==> src/rtl/tsb_pkg.sv <==
`timescale 1ns/1ps
package tsb_pkg;
  // Strobes from control to datapath, all one master-clock cycle wide
  typedef struct packed {
    logic tdmTick;     // TDM bit strobe
    logic slotEnd;     // last bit of a slot on this strobe
    logic frameEdge;   // frame boundary with at least one full frame behind it
    logic i2sTick;     // two-channel bit strobe
    logic wsEdge;      // word clock changed on this strobe
    logic wsNow;       // current word clock level
    logic endedRight;  // the word that just ended was the right channel
  } tsb_strobe_t;
endpackage

==> src/rtl/tsb_ctrl.sv <==
`timescale 1ns/1ps
module tsb_ctrl
  import tsb_pkg::*;
#(
  parameter int FRAME_BITS = 256,
  parameter int SLOT_BITS  = 32,
  localparam int IDX_W  = $clog2(FRAME_BITS),
  localparam int SLOT_W = $clog2(SLOT_BITS)
) (
  input  logic              clk,
  input  logic              rst,
  input  logic              tdmBitEn,
  input  logic              tdmFsync,
  input  logic              i2sBitEn,
  input  logic              i2sWordClk,
  output tsb_strobe_t       strb,
  output logic [IDX_W-1:0]  bitIdx
);
  localparam logic [IDX_W-1:0] LAST_IDX = IDX_W'(FRAME_BITS - 1);

  logic [IDX_W-1:0] bitCnt;
  logic             synced;
  logic             wsQ;

  // The sync strobe forces the index to the last bit of the frame
  assign bitIdx = tdmFsync ? LAST_IDX : bitCnt;

  always_ff @(posedge clk) begin
    if (rst) begin
      bitCnt <= '0;
      synced <= 1'b0;
      wsQ    <= 1'b0;
    end else begin
      if (tdmBitEn) begin
        bitCnt <= (bitIdx == LAST_IDX) ? '0 : bitIdx + 1'b1;
        if (tdmFsync) synced <= 1'b1;
      end
      if (i2sBitEn) wsQ <= i2sWordClk;
    end
  end

  always_comb begin
    strb.tdmTick    = tdmBitEn;
    strb.slotEnd    = tdmBitEn && (bitIdx[SLOT_W-1:0] == '1);
    strb.frameEdge  = tdmBitEn && tdmFsync && synced;
    strb.i2sTick    = i2sBitEn;
    strb.wsEdge     = i2sBitEn && (i2sWordClk != wsQ);
    strb.wsNow      = i2sWordClk;
    strb.endedRight = wsQ;
  end

  // once aligned, each sync arrives exactly one full frame after the last
  assert_fsync_period_R1: assert property (@(posedge clk) disable iff (rst)
    (tdmBitEn && tdmFsync && synced) |-> (bitCnt == LAST_IDX));
endmodule

==> src/rtl/tsb_i2s_rx.sv <==
`timescale 1ns/1ps
module tsb_i2s_rx #(
  parameter int SLOT_BITS   = 32,
  parameter int SAMPLE_BITS = 24
) (
  input  logic                   clk,
  input  logic                   rst,
  input  logic                   bitTick,
  input  logic                   wsEdge,
  input  logic                   endedRight,
  input  logic                   din,
  output logic [SAMPLE_BITS-1:0] pairL,
  output logic [SAMPLE_BITS-1:0] pairR
);
  logic [SLOT_BITS-2:0]   sh;
  logic [SLOT_BITS-1:0]   word;
  logic [SAMPLE_BITS-1:0] leftQ;
  logic [SAMPLE_BITS-1:0] sample;

  // The bit on the edge strobe is the last bit of the word that just ended
  assign word   = {sh, din};
  assign sample = word[SLOT_BITS-1 -: SAMPLE_BITS];

  always_ff @(posedge clk) begin
    if (rst) begin
      sh    <= '0;
      leftQ <= '0;
      pairL <= '0;
      pairR <= '0;
    end else if (bitTick) begin
      sh <= word[SLOT_BITS-2:0];
      if (wsEdge) begin
        if (!endedRight) begin
          leftQ <= sample;
        end else begin
          pairL <= leftQ;
          pairR <= sample;
        end
      end
    end
  end

  // a completed pair appears only when a right word closes
  assert_pair_on_right_R8: assert property (@(posedge clk) disable iff (rst)
    !(bitTick && wsEdge && endedRight) |=> ($stable(pairL) && $stable(pairR)));
endmodule

==> src/rtl/tsb_dpath.sv <==
`timescale 1ns/1ps
module tsb_dpath
  import tsb_pkg::*;
#(
  parameter int SLOTS       = 8,
  parameter int SLOT_BITS   = 32,
  parameter int SAMPLE_BITS = 24,
  localparam int FRAME_BITS = SLOTS * SLOT_BITS,
  localparam int IDX_W      = $clog2(FRAME_BITS),
  localparam int SLOT_W     = $clog2(SLOT_BITS),
  localparam int SLOT_IDX_W = $clog2(SLOTS),
  localparam int SEL_W      = SLOT_IDX_W - 1,
  localparam int PAD        = SLOT_BITS - SAMPLE_BITS
) (
  input  logic             clk,
  input  logic             rst,
  input  tsb_strobe_t      strb,
  input  logic [IDX_W-1:0] bitIdx,
  input  logic             adcTdmIn,
  input  logic             stereoIn,
  input  logic             extAdcIn,
  input  logic             loopMode,
  input  logic [SEL_W-1:0] pairSel,
  output logic             dacTdmOut,
  output logic             stereoOut
);
  typedef logic [SAMPLE_BITS-1:0] sample_t;
  localparam int LINK_STEREO = 0;
  localparam int LINK_EXT    = 1;

  logic [SLOT_IDX_W-1:0] slotNum;
  logic [SLOT_W-1:0]     bitInSlot;
  assign slotNum   = bitIdx[IDX_W-1:SLOT_W];
  assign bitInSlot = bitIdx[SLOT_W-1:0];

  // Two-channel receivers: stereo input and external ADC
  logic [1:0] linkIn;
  sample_t    linkL [2];
  sample_t    linkR [2];
  assign linkIn = {extAdcIn, stereoIn};

  for (genvar g = 0; g < 2; g++) begin : g_link
    tsb_i2s_rx #(
      .SLOT_BITS  (SLOT_BITS),
      .SAMPLE_BITS(SAMPLE_BITS)
    ) u_rx (
      .clk       (clk),
      .rst       (rst),
      .bitTick   (strb.i2sTick),
      .wsEdge    (strb.wsEdge),
      .endedRight(strb.endedRight),
      .din       (linkIn[g]),
      .pairL     (linkL[g]),
      .pairR     (linkR[g])
    );
  end

  // TDM ADC capture
  logic [SLOT_BITS-2:0] rxSh;
  logic [SLOT_BITS-1:0] rxWord;
  sample_t              rxSample;
  sample_t              rxSlot  [SLOTS];
  sample_t              doneSlot[SLOTS];
  sample_t              nextDac [SLOTS];
  sample_t              dacHold [SLOTS];
  sample_t              txL, txR;
  logic [SLOT_BITS-1:0] dacWord;
  logic [SLOT_BITS-1:0] txSh;

  assign rxWord   = {rxSh, adcTdmIn};
  assign rxSample = rxWord[SLOT_BITS-1 -: SAMPLE_BITS];

  // The last slot finishes on the boundary strobe itself
  always_comb begin
    for (int s = 0; s < SLOTS; s++) begin
      doneSlot[s] = (s == SLOTS - 1) ? rxSample : rxSlot[s];
    end
  end

  // Routing of the next outgoing frame
  always_comb begin
    for (int s = 0; s < SLOTS; s++) begin
      if (loopMode && s < SLOTS - 2)
        nextDac[s] = doneSlot[s];
      else if (loopMode)
        nextDac[s] = (s % 2 == 0) ? linkL[LINK_EXT] : linkR[LINK_EXT];
      else
        nextDac[s] = (s % 2 == 0) ? linkL[LINK_STEREO] : linkR[LINK_STEREO];
    end
  end

  assign dacWord = {dacHold[slotNum], {PAD{1'b0}}};

  always_ff @(posedge clk) begin
    if (rst) begin
      rxSh      <= '0;
      txL       <= '0;
      txR       <= '0;
      dacTdmOut <= 1'b0;
      for (int s = 0; s < SLOTS; s++) begin
        rxSlot[s]  <= '0;
        dacHold[s] <= '0;
      end
    end else begin
      if (strb.tdmTick) begin
        rxSh      <= rxWord[SLOT_BITS-2:0];
        dacTdmOut <= dacWord[~bitInSlot];
      end
      if (strb.slotEnd) rxSlot[slotNum] <= rxSample;
      if (strb.frameEdge) begin
        for (int s = 0; s < SLOTS; s++) dacHold[s] <= nextDac[s];
        txL <= doneSlot[{pairSel, 1'b0}];
        txR <= doneSlot[{pairSel, 1'b1}];
      end
    end
  end

  // Two-channel transmitter with one-bit delay after each word clock change
  always_ff @(posedge clk) begin
    if (rst) begin
      txSh      <= '0;
      stereoOut <= 1'b0;
    end else if (strb.wsEdge) begin
      stereoOut <= 1'b0;
      txSh      <= {(strb.wsNow ? txR : txL), {PAD{1'b0}}};
    end else if (strb.i2sTick) begin
      stereoOut <= txSh[SLOT_BITS-1];
      txSh      <= {txSh[SLOT_BITS-2:0], 1'b0};
    end
  end

  // routed data changes only at a frame boundary
  assert_hold_at_edge_R10: assert property (@(posedge clk) disable iff (rst)
    !strb.frameEdge |=> ($stable(txL) && $stable(txR) &&
                         $stable(dacHold[0]) && $stable(dacHold[SLOTS-1])));

  // padding bits of every DAC slot are zero
  assert_pad_zero_R2: assert property (@(posedge clk) disable iff (rst)
    (strb.tdmTick && (int'(bitInSlot) >= SAMPLE_BITS)) |=> !dacTdmOut);

  // the first bit after a word clock change is the zero delay bit
  assert_delay_bit_R8: assert property (@(posedge clk) disable iff (rst)
    strb.wsEdge |=> !stereoOut);

  // loopback fills the last pair from the external ADC
  assert_loop_ext_R7: assert property (@(posedge clk) disable iff (rst)
    (strb.frameEdge && loopMode) |=>
      ((dacHold[SLOTS-2] == $past(linkL[LINK_EXT])) &&
       (dacHold[SLOTS-1] == $past(linkR[LINK_EXT]))));
endmodule

==> src/rtl/tdm_stereo_bridge.sv <==
`timescale 1ns/1ps
module tdm_stereo_bridge
  import tsb_pkg::*;
#(
  parameter int SLOTS       = 8,
  parameter int SLOT_BITS   = 32,
  parameter int SAMPLE_BITS = 24,
  localparam int FRAME_BITS = SLOTS * SLOT_BITS,
  localparam int IDX_W      = $clog2(FRAME_BITS),
  localparam int SEL_W      = $clog2(SLOTS) - 1
) (
  input  logic             clk,
  input  logic             rst,
  input  logic             tdmBitEn,
  input  logic             tdmFsync,
  input  logic             adcTdmIn,
  output logic             dacTdmOut,
  input  logic             i2sBitEn,
  input  logic             i2sWordClk,
  input  logic             stereoIn,
  input  logic             extAdcIn,
  output logic             stereoOut,
  input  logic             loopMode,
  input  logic [SEL_W-1:0] pairSel
);
  tsb_strobe_t      strb;
  logic [IDX_W-1:0] bitIdx;

  tsb_ctrl #(
    .FRAME_BITS(FRAME_BITS),
    .SLOT_BITS (SLOT_BITS)
  ) u_ctrl (
    .clk       (clk),
    .rst       (rst),
    .tdmBitEn  (tdmBitEn),
    .tdmFsync  (tdmFsync),
    .i2sBitEn  (i2sBitEn),
    .i2sWordClk(i2sWordClk),
    .strb      (strb),
    .bitIdx    (bitIdx)
  );

  tsb_dpath #(
    .SLOTS      (SLOTS),
    .SLOT_BITS  (SLOT_BITS),
    .SAMPLE_BITS(SAMPLE_BITS)
  ) u_dpath (
    .clk      (clk),
    .rst      (rst),
    .strb     (strb),
    .bitIdx   (bitIdx),
    .adcTdmIn (adcTdmIn),
    .stereoIn (stereoIn),
    .extAdcIn (extAdcIn),
    .loopMode (loopMode),
    .pairSel  (pairSel),
    .dacTdmOut(dacTdmOut),
    .stereoOut(stereoOut)
  );
endmodule

==> config.mk <==
export PLATFORM = sky130hd
export DESIGN_NAME = tdm_stereo_bridge
export DESIGN_NICKNAME = d
export VERILOG_FILES = /design/src/rtl/tsb_pkg.sv /design/src/rtl/tsb_ctrl.sv /design/src/rtl/tsb_i2s_rx.sv /design/src/rtl/tsb_dpath.sv /design/src/rtl/tdm_stereo_bridge.sv
export SDC_FILE = /design/constraint.sdc
export NUM_CORES = 1
export LEC_CHECK = 0
export ABC_AREA = 1
export BUFFER_PORTS_ARGS = -buffer_cell sky130_fd_sc_hd__buf_4
export CAP_MARGIN = 20
export CORE_ASPECT_RATIO = 0.7
export CORE_UTILIZATION = 45
export DETAILED_ROUTE_END_ITERATION = 7
export SLEW_MARGIN = 5
export SYNTH_ARGS = -nofsm -noshare
export SYNTH_HDL_FRONTEND = slang
export SYNTH_SLANG_ARGS = --single-unit
==> constraint.sdc <==
create_clock -name clk -period 13.4 [get_ports clk]
set_input_delay 0.67 -clock clk [delete_from_list [all_inputs] [get_ports clk]]
set_output_delay 0.67 -clock clk [all_outputs]
set_load 0.02 [all_outputs]
Yosys cells after proc, flatten, opt, wreduce, memory -nomap -nowiden
Memory sizes are Yosys's and may differ from the RTL's.
Index checks and enable logic that the tools add are counted.
{"block": "word_totals", "reg_bits": 321, "ramBits": 384, "word_cells": 88, "n_memories": 2}
{"memory": "u_dpath.dacHold", "words": 8, "word_bits": 24, "read_ports": 1, "rd_clocked_by_memory_dff": 0, "write_ports": 8, "line_no": "tsb_dpath.sv:65", "text": "sample_t dacHold [SLOTS];"}
{"memory": "u_dpath.rxSlot", "words": 8, "word_bits": 24, "read_ports": 7, "rd_clocked_by_memory_dff": 0, "write_ports": 8, "line_no": "tsb_dpath.sv:62", "text": "sample_t rxSlot [SLOTS];"}
{"block": "classes", "add_sub_neg": 1, "n_lt_le_gt_ge": 3, "n_eq_ne": 3, "muxes": 40, "bitwise": 12, "reduce_logical": 10}
{"op": "$mux 24", "count": 22}
{"op": "$bmux 24 s3", "count": 2}
{"op": "$mux 32", "count": 2}
{"op": "$reduce_or 24->1", "count": 1}
{"op": "$mux 8", "count": 2}
{"op": "$mux 1", "count": 10}
{"op": "$add 8x1->8 const B", "count": 1}
{"op": "$eq 8x8->1 const B", "count": 1}
{"op": "$ge 4x4->1 const B", "count": 2}
{"op": "$not 3->4", "count": 2}
{"op": "$or 1x1->1", "count": 8}
{"op": "$lt 5x6->1 const B", "count": 1}
{"op": "$reduce_and 3->1", "count": 2}
{"op": "$bmux 1 s5", "count": 1}
{"op": "$eq 5x5->1 const B", "count": 1}
{"op": "$not 5->5", "count": 1}
{"op": "$logic_and 1x1->1", "count": 4}
{"op": "$mux 3", "count": 1}
{"op": "$reduce_and 2->1", "count": 1}
{"op": "$reduce_bool 2->1", "count": 1}
{"op": "$reduce_or 2->1", "count": 1}
{"op": "$ne 1x1->1", "count": 1}
{"op": "$not 1->1", "count": 1}

Logic depth before layout (Yosys ltp)
Gate-level depths: netlist of run 1.
{"block": "depth", "depth_word": 8, "depth_mapped": 16, "ltp_nobuf": 15}

By module
A second synthesis of run 1 with hierarchy kept.
{"block": "hier_totals", "cells_unflattened": 3650, "hier_area_um2": 29803.6}
{"module": "tsb_dpath", "n_inst": 1, "cells_per_inst": 2367, "area_per_inst_um2": 21160.3, "seq_area_each_um2": 12912.4}
{"module": "tsb_i2s_rx", "n_inst": 2, "cells_per_inst": 593, "area_per_inst_um2": 3966.3, "seq_area_each_um2": 2062.0}
{"module": "tsb_ctrl", "n_inst": 1, "cells_per_inst": 97, "area_per_inst_um2": 710.7, "seq_area_each_um2": 200.2}

Worst setup path after synthesis of run 1
Ideal clock, no wire load.
{"block": "synth_timing", "path_kind": "input port to flip-flop", "from": "input rst", "to": "memory u_dpath.dacHold[0][0] (netlist name) (enable)", "setup_ns": 0.631, "arrival_time_ns": 6.624, "required_ns": 12.769, "setup_slack_ns": 6.145, "stages": 5, "n_path_buf": 3, "cell_sequence": "clkbuf_1 -> inv_1 -> clkbuf_1 -> o21ai_1 -> clkbuf_1"}
{"item": "start: declaration", "line_no": "tdm_stereo_bridge.sv:13", "text": "input logic rst,"}
{"item": "end: declaration", "line_no": "tsb_dpath.sv:65"}

==> out/results.txt, run 1 <==
DP HPWL -> 55300 um
synthesized instance count -> 3333
RSZ-0062 raised after global routing -> false
Flop pwr share -> 50.8%
Routed WL -> 84790 um
Fillers -> 5994
Die Ht -> 213.7 um
FF+latch count, synth -> 681
post-CTS setup repair buffer count -> 0
WHS Path Cells -> 3
min Tclk post-route -> 4.441 ns
crit path cell chain -> nor2_4 -> inv_1 -> ha_1 -> inv_1 -> nor2_1 -> nand2_1 -> inv_1 -> ha_1 -> nand3_1 -> nor2_1 -> nand2_1 -> nand2_1 -> buf_8
row count -> 77
worst path bufs/invs -> 4
TritonRoute pass-1 iters -> 5
post-CTS resize count -> 0
CTS tree -> done
layout cells sized above 1 -> 5.223%
slew margin rel. -> 27.32%
Setup crit end -> u_dpath.rxSlot[2][12]
peak supply drop -> 0.1010 mV
vias -> 22960
Hold-fix buffers, CTS -> 0
Switching Share -> 24.90%
# diodes -> 0
clock buffer depth -> 3
port bufs -> 13
most common cell in the synthesized netlist -> nor2_1
synth cell count leaders -> nor2_1, nand2_1, a21oi_1
Final ANT Viol Nets -> 0
max-slew violations -> 0
PD cells -> 144.9 nW/um^2
Crit path largest cell delay -> 0.79 ns
clk sinks -> 681
GRT Total Usage -> 26.02%
Critical R2R Capture -> u_dpath.rxSlot[2][12]
Clock Pin Slew Worst Setup and Hold Paths -> 0.06 ns
CP max-delay cell -> nand2_1
CP endpoint kind -> flip-flop
synth top area cells -> edfxtp_1, dfxtp_1, a21oi_1
Area Overhead vs Synth -> 9.690%
final setup vio count -> 0
Comb power frac -> 8.0%
largest net degree at the start of global routing -> 152
Layout Skew -> 0.02020 ns
setup tns final -> 0 ns
die area -> 65080 um^2
Primary FF master, synth -> edfxtp_1
Post-Syn Area per Cell -> 8.647 um^2
Post-Syn Area -> 28820 um^2
R2R Setup Slk -> 8.96 ns
Pint -> 3440 uW
initial antenna violation count -> 0
Residual DRC -> 0
post-synthesis sequential area ratio -> 59.80%
Net Sw Power -> 1141 uW
status -> completed
LEAKAGE -> 0.01170 uW
R2R cell count -> 13
gp weighted congestion -> 0.8820
IO Pins -> 14
vias in the first global route -> 21720
CP Max Fanout -> 25
clk root buf -> clkbuf_16
FF-to-FF Start -> u_ctrl.bitCnt[0]
first element of the critical path -> u_ctrl.bitCnt[0]
number of synthesis warnings -> 0
transition time of the tightest slew-check pin -> 1.090 ns
Worst path top cell family by delay -> simple AND/OR/NAND/NOR gates
Max-Cap Viols -> 0
nets -> 3236
clock power share -> 41.2%
Die W -> 304.5 um
worst hold path class -> in -> reg
GR Overflow Total -> 0
Syn Nets -> 3347
vias per cell -> 5.596
fraction of registers with async set/reset -> 0%
max frequency -> 0.2252 GHz
initial DRC count -> 2242
Setup CP Type -> reg -> reg
Critical Path Stages -> 13
initial core utilization -> 45.60%
data arrival time of the worst path -> 4.79 ns
Wirelength per Cell -> 20.67 um
post-synth cell types -> 30
area leader, netlist -> edfxtp_1
final hold vios -> 0
clock latency on the worst-skew pair -> 0.60 ns
CTS Buf Count -> 69
H-tree levels -> 3
Yosys top cell area share -> 37.51%
Hold WS -> 0.2985 ns
global-route wire length before repair -> 129100 um
core area -> 63200 um^2
Final period util -> 33.14%
Worst Path Required -> 13.75 ns
EDFF count, synth -> 360
Startpoint Class -> flip-flop
metal layers:
metal / track usage (%) / routed length, um / vias to the layer above
met3: 3.627 / 5374 / 141
met1: 36.82 / 38600 / 11160
met4: 8.342 / 2354 / 0
li1: - / - / 10880
met2: 41.47 / 38460 / 781
met5: 0 / 0 / -
worst min path at each step:
stage | from | to | slack, ns
2_1_floorplan | u_dpath.g_link[0].u_rx.pairL[0] | u_dpath.g_link[0].u_rx.pairL[0] | 0.43
3_3_place_gp | u_dpath.g_link[0].u_rx.pairL[15] | u_dpath.g_link[0].u_rx.pairL[15] | 0.44
3_5_place_dp | u_dpath.g_link[0].u_rx.pairR[13] | u_dpath.g_link[0].u_rx.pairR[13] | 0.45
4_1_cts | stereoIn | u_dpath.g_link[0].u_rx.sh[0] | 0.27
5_1_grt | stereoIn | u_dpath.g_link[0].u_rx.sh[0] | 0.30
6_report | stereoIn | u_dpath.g_link[0].u_rx.sh[0] | 0.30
area by class of cell:
type / count / area, um^2 / area share [%]
flip-flops and latches: 681 / 17240 / 54.52
well taps: 829 / 1037 / 3.281
inverters: 261 / 985.9 / 3.119
clock buffers: 96 / 1983 / 6.273
clock inverters: 27 / 188.9 / 0.5976
multi-input cells: 2157 / 9708 / 30.71
repair buffers: 52 / 474.2 / 1.500
cell families (layout without fill, tap and decap cells):
logic type / after synthesis / in the layout / share of synthesized area, %
AND/OR/NAND/NOR: 1372 / 1372 / 18.94
flip-flops: 681 / 681 / 59.80
adder cells (fa/ha/maj): 2 / 2 / 0.08681
buffers and inverters: 495 / 436 / 6.612
AO/OA/AOI/OAI: 783 / 783 / 14.56
registers in the layout, indices dropped and copies added, names as in the netlist, 31 cells and up:
register	cells
u_dpath.rxSlot	168
u_dpath.g_link.u_rx.leftQ	48
u_dpath.g_link.u_rx.pairR	48
u_dpath.dacHold	192
u_dpath.g_link.u_rx.pairL	48
u_dpath.rxSh	31
u_dpath.g_link.u_rx.sh	62
through the flow:
step           instances  worst slack (ns)  cell area [um^2]  total power, uW  utilization [%]
4_1_cts             4096             8.767             31480             4601            49.82
3_5_place_dp        3973             8.251             29310             2729            46.38
2_1_floorplan       3333             6.145             28820             2601                -
5_1_grt             4103             8.626             31610             4735            50.02
3_3_place_gp        3973             8.354             29310             2724            46.38
6_report            4103             8.959             31610             4581            50.02
power groups by stage:
stage | combinational [uW] | clock [uW] | sequential (uW)
floorplan | 244 | 0 | 2360
global placement | 352 | 0 | 2370
detailed placement | 356 | 0 | 2370
CTS | 357 | 1920 | 2330
global route | 401 | 2000 | 2340
finish | 364 | 1890 | 2330
placed cells by master, fill, tap and decap left out, types with 10 or more instances in the layout:
master and instances:
a21oi_1 468, inv_1 230, edfxtp_1 360, o221ai_1 21
clkbuf_8 10, o32ai_1 48, clkinv_2 11, nand3b_1 15
buf_4 44, nand2_1 576, nand3_1 150, nor2_1 615
clkinv_1 35, clkbuf_1 14, dfxtp_1 321, o21ai_0 235
clkbuf_16 72
worst reg2reg max path: cells and delay by family, from the launching register on:
kind / cells / cell delay [ns]
flip-flops: 1 / 0.33
adder cells (fa/ha/maj): 2 / 0.56
AND/OR/NAND/NOR: 7 / 2.35
buffers and inverters: 4 / 0.96
Note: power is estimated with default switching activity, not from simulation.
==> run 2, diff against run 1 <==
==> constraint.sdc (replaced) <==
create_clock -name clk -period 4.7 [get_ports clk]
set_input_delay 0.235 -clock clk [delete_from_list [all_inputs] [get_ports clk]]
set_output_delay 0.235 -clock clk [all_outputs]
set_load 0.02 [all_outputs]
==> run 2 against run 1 <==
- die area stayed put
- non-clock buffer count is 15 higher
- clock skew is 0.00098 ns lower
- register-to-register slack worse by 7.8 ns
- sequential share of layout area is 0.44 points lower
- clock power grew to 2.9 times the previous value
- routed wire length is 1.4% lower
- setup slack worse by 7.8 ns
- critical endpoint is now u_dpath.rxSlot[5][12]
==> out/results.txt, run 2 (synthesis results as in run 1) <==
nets -> 3250
Residual DRC -> 0
initial DRC count -> 2200
Largest register FFs -> 192
area of the multi-input gates -> 9708 um^2
Crit path largest cell delay -> 0.48 ns
vias -> 22830
R2R cell count -> 13
Biggest register -> u_dpath.dacHold
Clock Pin Slew Worst Setup and Hold Paths -> 0.06 ns
GR Overflow Total -> 0
Worst Path Required -> 5.07 ns
Max-Cap Viols -> 0
# diodes -> 0
initial core utilization -> 45.60%
core area -> 63200 um^2
CP max-delay cell -> nor2_4
Die Ht -> 213.7 um
CP endpoint kind -> flip-flop
Final period util -> 76.38%
global-route wire length before repair -> 129400 um
final setup vio count -> 0
Layout Skew -> 0.01921 ns
clock latency on the worst-skew pair -> 0.62 ns
Area Overhead vs Synth -> 10.58%
Fillers -> 6006
Routed WL -> 83640 um
slew margin rel. -> 27.82%
IO Pins -> 14
transition time of the tightest slew-check pin -> 1.079 ns
LEAKAGE -> 0.01183 uW
initial antenna violation count -> 0
R2R Setup Slk -> 1.11 ns
H-tree levels -> 3
Die W -> 304.5 um
row count -> 77
CP Max Fanout -> 19
min Tclk post-route -> 3.590 ns
data arrival time of the worst path -> 3.96 ns
Setup CP Type -> reg -> reg
Final ANT Viol Nets -> 0
max frequency -> 0.2785 GHz
Seq. cell area -> 17240 um^2
CTS tree -> done
max-slew violations -> 0
port bufs -> 13
gp weighted congestion -> 0.9050
crit path cell chain -> nor2_4 -> inv_1 -> ha_1 -> inv_1 -> nor2_1 -> nand2_1 -> inv_1 -> ha_1 -> nand3_1 -> nor2_1 -> nand2_1 -> nand2_1 -> buf_4
clock buffer depth -> 3
Min-Delay Startpoint -> tdmBitEn
WHS Path Cells -> 3
clk root buf -> clkbuf_16
commonest non-fill, non-tap cell in the layout -> nor2_1
post-CTS setup repair buffer count -> 0
most frequent cells in the layout -> nor2_1, nand2_1, a21oi_1
RSZ-0062 raised after global routing -> false
FF-to-FF Start -> u_ctrl.bitCnt[0]
largest net degree at the start of global routing -> 199
CTS Buf Count -> 68
status -> completed
vias in the first global route -> 21950
Startpoint Class -> flip-flop
layout cells sized above 1 -> 5.834%
TritonRoute pass-1 iters -> 6
GRT Total Usage -> 26.03%
Hold WS -> 0.1272 ns
DP HPWL -> 54180 um
Wirelength per Cell -> 20.30 um
vias per cell -> 5.542
setup tns final -> 0 ns
final hold vios -> 0
PD cells -> 413.5 nW/um^2
die area -> 65080 um^2
Hold Path End -> u_ctrl.bitCnt[6]
worst hold path class -> in -> reg
Largest regs -> u_dpath.dacHold x192, u_dpath.rxSlot x168, u_dpath.g_link.u_rx.sh x62
clk sinks -> 681
Critical R2R Capture -> u_dpath.rxSlot[5][12]
peak supply drop -> 0.2325 mV
Util after Layout -> 50.43%
[run 2: cell count changes in the layout (fill, tap and decap cells not counted)]
cell           previous run  this run
buf_12                    0         9
buf_4                    44        52
clkinv_1                 35        28
buf_8                     5         0
clkinv_2                 11        16
clkbuf_8                 10        14
dlygate4sd3_1             0         4
clkinv_8                  0         2
buf_16                    2         1
clkbuf_1                 14        13
clkbuf_2                  1         0
clkinv_4                  2         1
inv_6                     2         3
[run 2: routing by layer]
metal | GRT usage (%) | vias up | part of all wire, %
met5 | 0 | - | 0
met4 | 8.447 | 0 | 2.9
met3 | 5.011 | 139 | 6.8
met2 | 41.69 | 773 | 45
met1 | 35.73 | 11010 | 45
li1 | - | 10910 | -
[run 2: worst max-delay path: cells and delay by family (launching register included)]
kind,cells,cell delay [ns]
fa+ha+maj,2,0.55
flops,1,0.33
simple gates,7,1.46
buf+inv,4,0.99
[run 2: metrics by stage]
step                cell area, um^2  worst slack [ns]  std cells  total power [uW]
global route                  31870            0.9097       4120             13620
finish                        31870             1.110       4120             13180
floorplan                     28820            0.8676       3333              7404
global placement              29550             1.145       3990              7782
detailed placement            29550             1.034       3990              7795
CTS                           31840             1.137       4119             13260
[run 2: final cells by class]
cell class	instances	area share, %
clock inverter	27	0.6910
clock buffer	98	6.368
multi-input combinational	2157	30.46
timing repair buffer	67	2.045
sequential	681	54.08
tap	829	3.255
inverter	261	3.094
[run 2: repair_timing]
action,CTS,global route
hold buffers,4,0
endpoints found under the hold margin,5,0
gates resized for setup,0,0
setup endpoints to repair,0,0
[run 2: worst max path at each step]
stage,startpoint,to,depth (start not counted)
6_report,u_ctrl.bitCnt[0],u_dpath.rxSlot[5][12],13
5_1_grt,u_ctrl.bitCnt[0],u_dpath.rxSlot[5][12],13
4_1_cts,u_ctrl.bitCnt[0],u_dpath.rxSlot[5][12],13
3_5_place_dp,tdmFsync,u_dpath.rxSlot[5][16],14
3_3_place_gp,tdmFsync,u_dpath.rxSlot[5][10],14
2_1_floorplan,rst,u_dpath.dacHold[0][0],5
[run 2: where the power goes]
group / switching, uW / internal (uW)
sequential: 141 / 6490
clock: 2360 / 3130
combinational: 780 / 266
total: 3280 / 9890
